`config.mk`:
```
export PLATFORM = sky130hd
export DESIGN_NAME = coinc_trigger_ctrl
export DESIGN_NICKNAME = d
export VERILOG_FILES = /design/src/rtl/coinc_pkg.sv /design/src/rtl/coinc_majority.sv /design/src/rtl/coinc_pattern_table.sv /design/src/rtl/coinc_readout_interlock.sv /design/src/rtl/coinc_trigger_ctrl.sv
export SDC_FILE = /design/constraint.sdc
export NUM_CORES = 1
export LEC_CHECK = 0
export ABC_AREA = 1
export BUFFER_PORTS_ARGS = -buffer_cell sky130_fd_sc_hd__buf_2
export CAP_MARGIN = 20
export CORE_MARGIN = 2
export CORE_UTILIZATION = 65
export CTS_BUF_LIST = sky130_fd_sc_hd__clkbuf_4 sky130_fd_sc_hd__clkbuf_8 sky130_fd_sc_hd__clkbuf_16
export CTS_CLUSTER_DIAMETER = 50
export CTS_CLUSTER_SIZE = 20
export DETAILED_ROUTE_END_ITERATION = 8
export PLACE_DENSITY_LB_ADDON = 0.25
export SLEW_MARGIN = 20
export SYNTH_ARGS = -nofsm -noshare
export SYNTH_HDL_FRONTEND = slang
export SYNTH_SLANG_ARGS = --single-unit
```
`constraint.sdc`:
```
create_clock -name clk -period 8.4 [get_ports clk]
set_clock_uncertainty 0.2 [all_clocks]
set_input_delay 0.42 -clock clk [delete_from_list [all_inputs] [get_ports clk]]
set_output_delay 0.42 -clock clk [all_outputs]
set_load 0.01 [all_outputs]
```
`src/rtl/coinc_pkg.sv`:
```
package coinc_pkg;
  localparam int unsigned PLANES_DEF = 4;
  localparam int unsigned CALO_DEF   = 4;

  typedef enum logic [0:0] {
    ST_IDLE = 1'b0,
    ST_WAIT = 1'b1
  } l1_state_t;
endpackage

```
`src/rtl/coinc_majority.sv`:
```
module coinc_majority #(
  parameter int unsigned N_PLANES = 4,
  parameter int unsigned N_CALO   = 4,
  parameter int unsigned MAJ      = 3,
  parameter int unsigned WIN_W    = 2
) (
  input  logic                       clk,
  input  logic                       rst_n,
  input  logic [N_PLANES-1:0]        plane_hit,
  input  logic [N_CALO-1:0]          calo_hit,
  input  logic [WIN_W-1:0]           win_len,
  output logic                       fast_trig,
  output logic [N_PLANES+N_CALO-1:0] snap
);
  localparam int unsigned NIN   = N_PLANES + N_CALO;
  localparam int unsigned CNT_W = $clog2(N_PLANES + 1);

  logic [NIN-1:0]   raw;
  logic [NIN-1:0]   act;
  logic [WIN_W-1:0] win_eff;
  logic [CNT_W-1:0] n_act;
  logic             coin, coin_q;

  assign raw     = {calo_hit, plane_hit};
  assign win_eff = (win_len == '0) ? WIN_W'(1) : win_len;

  // each line keeps its hit alive for win_eff cycles in total
  for (genvar i = 0; i < NIN; i++) begin : g_stretch
    logic [WIN_W-1:0] age;
    always_ff @(posedge clk) begin
      if (!rst_n)             age <= '0;
      else if (raw[i])        age <= win_eff - WIN_W'(1);
      else if (age != '0)     age <= age - WIN_W'(1);
    end
    assign act[i] = raw[i] | (age != '0);
  end

  always_comb begin
    n_act = '0;
    for (int p = 0; p < N_PLANES; p++) n_act = n_act + CNT_W'(act[p]);
  end

  assign coin = (n_act >= CNT_W'(MAJ));

  always_ff @(posedge clk) begin
    if (!rst_n) begin
      coin_q    <= 1'b0;
      fast_trig <= 1'b0;
      snap      <= '0;
    end else begin
      coin_q    <= coin;
      fast_trig <= coin & ~coin_q;
      if (coin & ~coin_q) snap <= act;
    end
  end


  fast_pulse_chk: assert property (@(posedge clk) disable iff (!rst_n)
    fast_trig |=> !fast_trig);
endmodule

```
`src/rtl/coinc_pattern_table.sv`:
```
module coinc_pattern_table #(
  parameter int unsigned PAT_W = 8,
  parameter int unsigned N_PAT = 8,
  localparam int unsigned AW   = (N_PAT > 1) ? $clog2(N_PAT) : 1
) (
  input  logic             clk,
  input  logic             rst_n,
  input  logic             cfg_we,
  input  logic [AW-1:0]    cfg_addr,
  input  logic             cfg_valid,
  input  logic [PAT_W-1:0] cfg_value,
  input  logic [PAT_W-1:0] cfg_mask,
  input  logic [PAT_W-1:0] probe,
  output logic             hit
);
  logic [N_PAT-1:0] vld;
  logic [PAT_W-1:0] val [N_PAT];
  logic [PAT_W-1:0] msk [N_PAT];
  logic [N_PAT-1:0] match;

  always_ff @(posedge clk) begin
    if (!rst_n) begin
      vld <= '0;
      for (int e = 0; e < N_PAT; e++) begin
        val[e] <= '0;
        msk[e] <= '0;
      end
    end else if (cfg_we) begin
      for (int e = 0; e < N_PAT; e++) begin
        if (cfg_addr == AW'(e)) begin
          vld[e] <= cfg_valid;
          val[e] <= cfg_value;
          msk[e] <= cfg_mask;
        end
      end
    end
  end

  always_comb begin
    for (int e = 0; e < N_PAT; e++)
      match[e] = vld[e] & (((probe ^ val[e]) & msk[e]) == '0);
  end

  assign hit = |match;


  no_hit_when_empty_chk: assert property (@(posedge clk) disable iff (!rst_n)
    (vld == '0) |-> !hit);
endmodule

```
`src/rtl/coinc_readout_interlock.sv`:
```
module coinc_readout_interlock #(
  parameter int unsigned N_SUB = 4
) (
  input  logic             clk,
  input  logic             rst_n,
  input  logic             start,
  input  logic [N_SUB-1:0] done,
  output logic             busy
);
  logic [N_SUB-1:0] seen;
  logic [N_SUB-1:0] seen_nxt;

  assign seen_nxt = seen | done;

  always_ff @(posedge clk) begin
    if (!rst_n) begin
      busy <= 1'b0;
      seen <= '0;
    end else if (start) begin
      busy <= 1'b1;
      seen <= '0;
    end else if (busy) begin
      if (&seen_nxt) begin
        busy <= 1'b0;
        seen <= '0;
      end else begin
        seen <= seen_nxt;
      end
    end
  end


  busy_release_chk: assert property (@(posedge clk) disable iff (!rst_n)
    $fell(busy) |-> $past(|done));
endmodule

```
`src/rtl/coinc_trigger_ctrl.sv`:
```
module coinc_trigger_ctrl
  import coinc_pkg::*;
#(
  parameter int unsigned N_PLANES = PLANES_DEF,
  parameter int unsigned N_CALO   = CALO_DEF,
  parameter int unsigned MAJ      = 3,
  parameter int unsigned WIN_W    = 2,
  parameter int unsigned N_PAT    = 8,
  parameter int unsigned L1_LAT   = 100,
  parameter int unsigned N_SUB    = 4,
  parameter int unsigned DEAD_W   = 16,
  localparam int unsigned PAT_W   = N_PLANES + N_CALO,
  localparam int unsigned PAT_AW  = (N_PAT > 1) ? $clog2(N_PAT) : 1
) (
  input  logic              clk,
  input  logic              rst_n,
  input  logic [N_PLANES-1:0] plane_hit,
  input  logic [N_CALO-1:0] calo_hit,
  input  logic [WIN_W-1:0]  win_len,
  input  logic              cfg_we,
  input  logic [PAT_AW-1:0] cfg_addr,
  input  logic              cfg_valid,
  input  logic [PAT_W-1:0]  cfg_value,
  input  logic [PAT_W-1:0]  cfg_mask,
  input  logic [N_SUB-1:0]  subdet_done,
  output logic              fast_trig,
  output logic              l1_accept,
  output logic              digitize_start,
  output logic              busy,
  output logic [DEAD_W-1:0] dead_cnt
);
  localparam int unsigned LAT_W = $clog2(L1_LAT + 1);

  l1_state_t        state;
  logic [LAT_W-1:0] lat_cnt;
  logic [PAT_W-1:0] snap;
  logic [PAT_W-1:0] evt_pat;
  logic             pat_hit;
  logic             fire;

  coinc_majority #(
    .N_PLANES(N_PLANES), .N_CALO(N_CALO), .MAJ(MAJ), .WIN_W(WIN_W)
  ) u_major (
    .clk(clk), .rst_n(rst_n), .plane_hit(plane_hit), .calo_hit(calo_hit),
    .win_len(win_len), .fast_trig(fast_trig), .snap(snap)
  );

  coinc_pattern_table #(
    .PAT_W(PAT_W), .N_PAT(N_PAT)
  ) u_table (
    .clk(clk), .rst_n(rst_n), .cfg_we(cfg_we), .cfg_addr(cfg_addr),
    .cfg_valid(cfg_valid), .cfg_value(cfg_value), .cfg_mask(cfg_mask),
    .probe(evt_pat), .hit(pat_hit)
  );

  coinc_readout_interlock #(
    .N_SUB(N_SUB)
  ) u_lock (
    .clk(clk), .rst_n(rst_n), .start(fire), .done(subdet_done), .busy(busy)
  );

  assign fire = (state == ST_WAIT) && (lat_cnt == LAT_W'(1)) && pat_hit;

  always_ff @(posedge clk) begin
    if (!rst_n) begin
      state          <= ST_IDLE;
      lat_cnt        <= '0;
      evt_pat        <= '0;
      l1_accept      <= 1'b0;
      digitize_start <= 1'b0;
      dead_cnt       <= '0;
    end else begin
      l1_accept      <= fire;
      digitize_start <= fire;
      if (fast_trig && busy && (dead_cnt != '1))
        dead_cnt <= dead_cnt + DEAD_W'(1);
      case (state)
        ST_IDLE: begin
          if (fast_trig && !busy) begin
            state   <= ST_WAIT;
            lat_cnt <= LAT_W'(L1_LAT - 1);
            evt_pat <= snap;
          end
        end
        ST_WAIT: begin
          if (lat_cnt == LAT_W'(1)) state <= ST_IDLE;
          else                      lat_cnt <= lat_cnt - LAT_W'(1);
        end
        default: state <= ST_IDLE;
      endcase
    end
  end


  accept_from_wait_chk: assert property (@(posedge clk) disable iff (!rst_n)
    l1_accept |-> $past(state == ST_WAIT));


  accept_busy_chk: assert property (@(posedge clk) disable iff (!rst_n)
    l1_accept |-> busy);


  dead_count_chk: assert property (@(posedge clk) disable iff (!rst_n)
    (fast_trig && busy) |=> (dead_cnt != '0));


  wait_not_busy_chk: assert property (@(posedge clk) disable iff (!rst_n)
    (state == ST_WAIT) |-> !busy);
endmodule

```
# Word level (Yosys, flattened, before mapping)
# Memory sizes are Yosys's and may differ from the RTL's.
# Cells that the tools add are included.
dict set report word_totals {
  mem_bits_rw 128
  output_inout_bits 20
  inputBits 37
  mem_count 2
  elab_cells 228
  reg_bits 72
}
# memory words width rd rd_ports_with_merged_regs write_ports line_no
set mem_list {}
lappend mem_list {u_table.msk 8 8 8 0 8 coinc_pattern_table.sv:18} ;# logic [PAT_W-1:0] msk [N_PAT];
lappend mem_list {u_table.val 8 8 8 0 8 coinc_pattern_table.sv:17} ;# logic [PAT_W-1:0] val [N_PAT];
dict set report classes {
  order_cmp 1
  n_mux 76
  eq_ne 11
  bitwise_logic 53
  reduce_logical 45
  addsub 14
}
# cell n
set ops {}
lappend ops {{8-bit two-way mux} 16}
lappend ops {{8-bit bitwise AND} 8}
lappend ops {{8-bit zero test} 8}
lappend ops {{8-bit XOR} 8}
lappend ops {{1-bit two-way mux} 38}
lappend ops {{2-bit two-way mux} 17}
lappend ops {{2-bit nonzero test} 16}
lappend ops {{1-bit OR} 24}
lappend ops {{2-bit AND reduction} 10}
lappend ops {{2-bit by 1-bit subtractor with 2-bit output, second input constant} 9}
lappend ops {{16-bit by 1-bit adder with 16-bit output, second input constant} 1}
lappend ops {{16-bit inequality test, second input constant} 1}
lappend ops {{7-bit two-way mux} 2}
lappend ops {{7-bit case mux with 2 select lines} 1}
lappend ops {{3-bit == test, second input constant} 4}
lappend ops {{1-bit bitwise AND} 9}
lappend ops {{8-bit OR reduction} 1}
lappend ops {{7-bit by 1-bit == test with 1-bit output, second input constant} 1}
lappend ops {{7-bit by 1-bit subtractor with 7-bit output, second input constant} 1}
lappend ops {{3-bit by 1-bit adder with 3-bit output} 2}
lappend ops {{3-bit by 2-bit == test with 1-bit output, second input constant} 2}
lappend ops {{1-bit logical AND} 5}
lappend ops {{4-bit two-way mux} 1}
lappend ops {{2-bit inequality test, second input constant} 2}
lappend ops {{other kinds (11)} 13}

# Depth between registers and ports, before layout
# An unclocked memory read counts as a cell.
dict set report depth {
  ltp_word 8
  mapped_depth 16
  ltp_nobuf 15
}

# By module
# From an unflattened synthesis, not the netlist that was laid out.
dict set report hier_totals {
  hier_cells 1146
  area_unflattened_um2 9610.5
}
# module seq_area_each_um2 area_per_inst_um2 cells_per_inst instances
set modules_own_cells {}
lappend modules_own_cells {coinc_pattern_table 4003.8 6144.6 651 1}
lappend modules_own_cells {coinc_trigger_ctrl 660.6 1717.9 249 1}
lappend modules_own_cells {coinc_majority 520.5 1514.0 216 1}
lappend modules_own_cells {coinc_readout_interlock 100.1 234.0 30 1}

# Worst setup path after synthesis
# OpenSTA, ideal clock, no wires.
dict set report synth_path {
  path_type {register to register}
  from {register u_major.g_stretch[0].age[0]}
  to {register u_major.snap[3]}
  t_required_ns 8.072
  t_arrival_ns 2.336
  slack_ns 5.737
  path_stages_with_launch 16
  period_less_slack_ns 2.663
  setup_ns 0.128
  path_cell_list {dfxtp_1 inv_1 ha_1 inv_1 nor2_1 inv_1 ha_1 inv_1 fa_1 inv_1 ha_1 a21oi_1 nor2_1 buf_2 o21ai_0 a21oi_1}
}
dict set report synth_via {
  elab_chain_cells 7
}
# element line_no
set synth_lines {}
lappend synth_lines {{start: declaration} coinc_majority.sv:29} ;# logic [WIN_W-1:0] age;
lappend synth_lines {{start signal: assignment} coinc_majority.sv:32} ;# else if (raw[i]) age <= win_eff - WIN_W'(1);
lappend synth_lines {{start signal: assignment} coinc_majority.sv:33} ;# else if (age != '0) age <= age - WIN_W'(1);
lappend synth_lines {{2-bit nonzero test} coinc_majority.sv:35} ;# assign act[i] = raw[i] | (age != '0);
lappend synth_lines {{1-bit OR} coinc_majority.sv:35}
lappend synth_lines {{via u_major.act[0]} coinc_majority.sv:19} ;# logic [NIN-1:0] act;
lappend synth_lines {{1-bit by 1-bit adder with 2-bit output} coinc_majority.sv:40} ;# for (int p = 0; p < N_PLANES; p++) n_act = n_act + CNT_W'(act[p]);
lappend synth_lines {{3-bit by 1-bit adder with 3-bit output (2 in a row)} coinc_majority.sv:40}
lappend synth_lines {{3-bit by 2-bit greater-or-equal comparator with 1-bit output} coinc_majority.sv:43} ;# assign coin = (n_act >= CNT_W'(MAJ));
lappend synth_lines {{1-bit bitwise AND} coinc_majority.sv:53} ;# if (coin & ~coin_q) snap <= act;
lappend synth_lines {{end signal: assignment} coinc_majority.sv:53}
lappend synth_lines {{end: declaration} coinc_majority.sv:13} ;# output logic [N_PLANES+N_CALO-1:0] snap
# The timed path passes the listed nets, and every way through them passes these cells.
# A chain may end at the register's enable or synchronous reset.

# Worst setup path in the final report
dict set report layout_path {
  from {register u_major.g_stretch[0].age[0]}
  to {register u_major.snap[6]}
}
# The elaborated chain is that of the path after synthesis.

==> impl_metrics.py <==
metrics = {
    "detailed_routing": {
        "routed_wl_mm": 18.32,
        "drt_first_pass_iters": 5,
        "drtAntennaViolNets": 0,
        "wl_per_cell_um": 14.13,
        "drtIter0Drc": 544,
        "vias": 6947,
        "drcViolationCount": 0,
        "avgViaCountPerCell": 5.356,
    },
    "cells_and_area": {
        "final_core_util_pct": 73.12,
        "n_fill_cell": 1034,
        "area_growth_pct": 10.29,
        "diodes": 0,
        "nets": 1156,
        "fin_cells": 1297,
        "finalInstanceArea_um2": 10110,
        "drive_above_1_share_pct": 10.56,
    },
    "die": {
        "die_w_um": 122.8,
        "die_y_um": 122.8,
        "rows": 43,
        "core_area_um2": 13830,
        "start_util_pct": 66.29,
        "die_area_um2": 15070,
        "io_pins": 57,
    },
    "sta": {
        "post-route-period-util_pct": 36.84,
        "setup_violations": 0,
        "hold_viol": 0,
        "worst_slew_pin_slew_ns": 0.8602,
        "grt_setup_unrepaired": "no",
        "tns_ns": 0,
        "worst_hold_slack_ns": 0.01790,
        "period_minus_slack_ns": 3.094,
        "max_freq_mhz": 323.2,
        "slew_viol_final": 0,
        "max_slew_margin_pct": 42.30,
    },
    "logic_synthesis": {
        "ys.flop_type": "edfxtp_1",
        "synthMuxAreaShare_pct": 0,
        "synthSimpleGateAreaFrac_pct": 24.22,
        "synth_xor_area_share_pct": 0.5733,
        "synthArstFlopShare_pct": 0,
        "synth_area_leader_cell": "edfxtp_1",
        "ys_seq_area_share_pct": 57.66,
        "synth_top_family_by_area": "simple AND/OR/NAND/NOR gates",
        "synth_area_leaders": "edfxtp_1 (42%), dfxtp_1 (16%), nand2_1 (9.3%)",
        "syn_inst": 1052,
        "synthesis.area_um2": 9166,
        "synth_cell_types": 45,
        "yosysMostFrequentCell": "nand2_1",
        "synth-edff-count": 128,
        "yosys_warnings": 0,
        "synthAdderAreaFrac_pct": 2.129,
        "syn_nets": 1104,
        "yosys.area.top_type_share_pct": 41.93,
        "synth.avg_cell_area_um2": 8.713,
        "synth-compound-area-share_pct": 7.139,
        "synth_common_cells": "nand2_1 (227), nor2_1 (180), inv_1 (141)",
        "synth_seq_cells": 200,
    },
    "clocking": {
        "cts-resized-gates": 0,
        "cts_made_buffers": 17,
        "cts_tree": "built",
        "worstSkewPairLatency_ns": 0.44,
        "htreeDepth": 4,
        "clk_path_buf_depth": 2,
        "clk_pin_slew_ns": 0.07,
        "cts_root_buf": "clkbuf_16",
        "cts_sinks": 200,
    },
    "critical_path": {
        "worst-path-max-fanout": 16,
        "crit_arrival_ns": 3.26,
        "crit_required_ns": 8.56,
        "crit_type": "register to register",
        "start_kind": "register",
        "critPathCaptureType": "register",
    },
    "global_routing": {
        "grt_start_max_net_pins": 69,
        "overflow": 0,
        "grt_pass1_vias": 6358,
        "grt_usage_pct": 25.76,
        "grt_pass1_wl_mm": 29.51,
        "antenna_found_initial": 0,
    },
    "place": {
        "portBuffers": 56,
        "post_dp_cell_area_um2": 9509,
        "dpl.hpwl_mm": 12.83,
        "gp_congestion": 0.8372,
        "place_inst": 1261,
    },
    "power": {
        "vdd_drop_max_v": 0.0001632,
        "p_leak_nw": 4.395,
        "p_per_area_nw_per_um2": 224.1,
    },
    "min_path": {
        "hold_path_class": "input port to register",
    },
    "status": {
        "outcome": "finished clean",
    },
    "job": {
        "cap_viol_max_count": 0,
    },
}
## layer usage
metal  global-route usage (%)  vias to the layer above  share of wire, %
met3                    5.297                       35               7.2
met5                        0                        -                 0
met4                    11.93                        0               2.4
met2                    43.37                      232                49
met1                    31.90                     3175                42
li1                         -                     3505                 -
## cell usage in the layout, fill, tap and decap left out, drive strengths merged, types with 2 or more instances in the layout
master	synthesis	layout
a211oi	8	8
a21oi	46	46
a31oi	5	5
and3	2	2
buf	15	57
clkbuf	13	18
clkinv	9	18
clkinvlp	0	3
dfxtp	72	72
dlygate4sd3	0	4
edfxtp	128	128
ha	14	14
inv	148	149
nand2	231	231
nand3	79	79
nand4	5	5
nor2	183	183
nor3	13	13
o21ai	44	44
o21bai	2	2
o22ai	2	2
o31ai	5	5
or2	16	16
xnor2	3	3
xor2	3	3
## worst max-delay path, stage by stage (launching register included)
cell and delay (ns):
dfxtp_1 0.31, inv_1 0.07, ha_1 0.19, inv_1 0.08
nor2_1 0.12, inv_1 0.06, ha_1 0.28, inv_1 0.07
fa_1 0.41, nor2_1 0.11, a21oi_1 0.09, nor2_1 0.66
o21ai_0 0.19, a31oi_1 0.19
## power by group
part | total (mW) | switching [mW] | internal [mW]
Clock | 0.777 | 0.365 | 0.413
Sequential | 1.19 | 0.0619 | 1.13
Combinational | 0.296 | 0.194 | 0.102
## registers in the layout, indices dropped and copies added (netlist names)
signal	count
u_major.g_stretch.age	16
u_lock.busy	1
digitize_start	1
u_table.msk	64
u_table.val	64
u_major.fast_trig	1
evt_pat	8
u_table.vld	8
u_major.snap	8
u_lock.seen	4
lat_cnt	7
dead_cnt	16
u_major.coin_q	1
state	1
## area by class of cell
cell class | count | area [µm²] | area share [%]
sequential | 200 | 5285 | 52.28
multi-input combinational | 667 | 3122 | 30.88
inverter | 157 | 589.3 | 5.829
clock buffer | 18 | 432.9 | 4.282
timing repair buffer | 61 | 327.8 | 3.243
tap | 180 | 225.2 | 2.228
clock inverter | 14 | 127.6 | 1.262
## cells by family (layout without fill, tap and decap cells)
family,count (synthesis),after routing
buffers and inverters,185,250
and+or+nand+nor,531,531
DFF,200,200
adders and majority gates,15,15
AOI/OAI and AO/OA,115,115
xor gates and xnor gates,6,6
## through the flow
step	power [mW]	setup slack, ns
floorplan	1.426	5.737
global placement	1.490	5.487
global route	2.363	4.948
finish	2.265	5.306
CTS	2.270	5.284
detailed placement	1.505	5.325
## timing repair
action,4_1_cts,5_1_grt
endpoints found under the hold margin,4,0
hold buffers,4,0
buffers inserted,0,0
## final timing paths
check                                        endpoint  slack [ns]                                      from  cells past startpoint
max reg2reg              u_major.snap[6]$_SDFFE_PN0P_        5.31  u_major.g_stretch[0].age[0]$_SDFFE_PN0P_                     13
min reg2reg              u_major.fast_trig$_SDFF_PN0_        0.23                 u_major.coin_q$_SDFF_PN0_                      1
max                      u_major.snap[6]$_SDFFE_PN0P_        5.31  u_major.g_stretch[0].age[0]$_SDFFE_PN0P_                     13
min          u_major.g_stretch[4].age[0]$_SDFFE_PN0P_        0.02                               calo_hit[0]                      2
(Power assumes the default switching activity.)
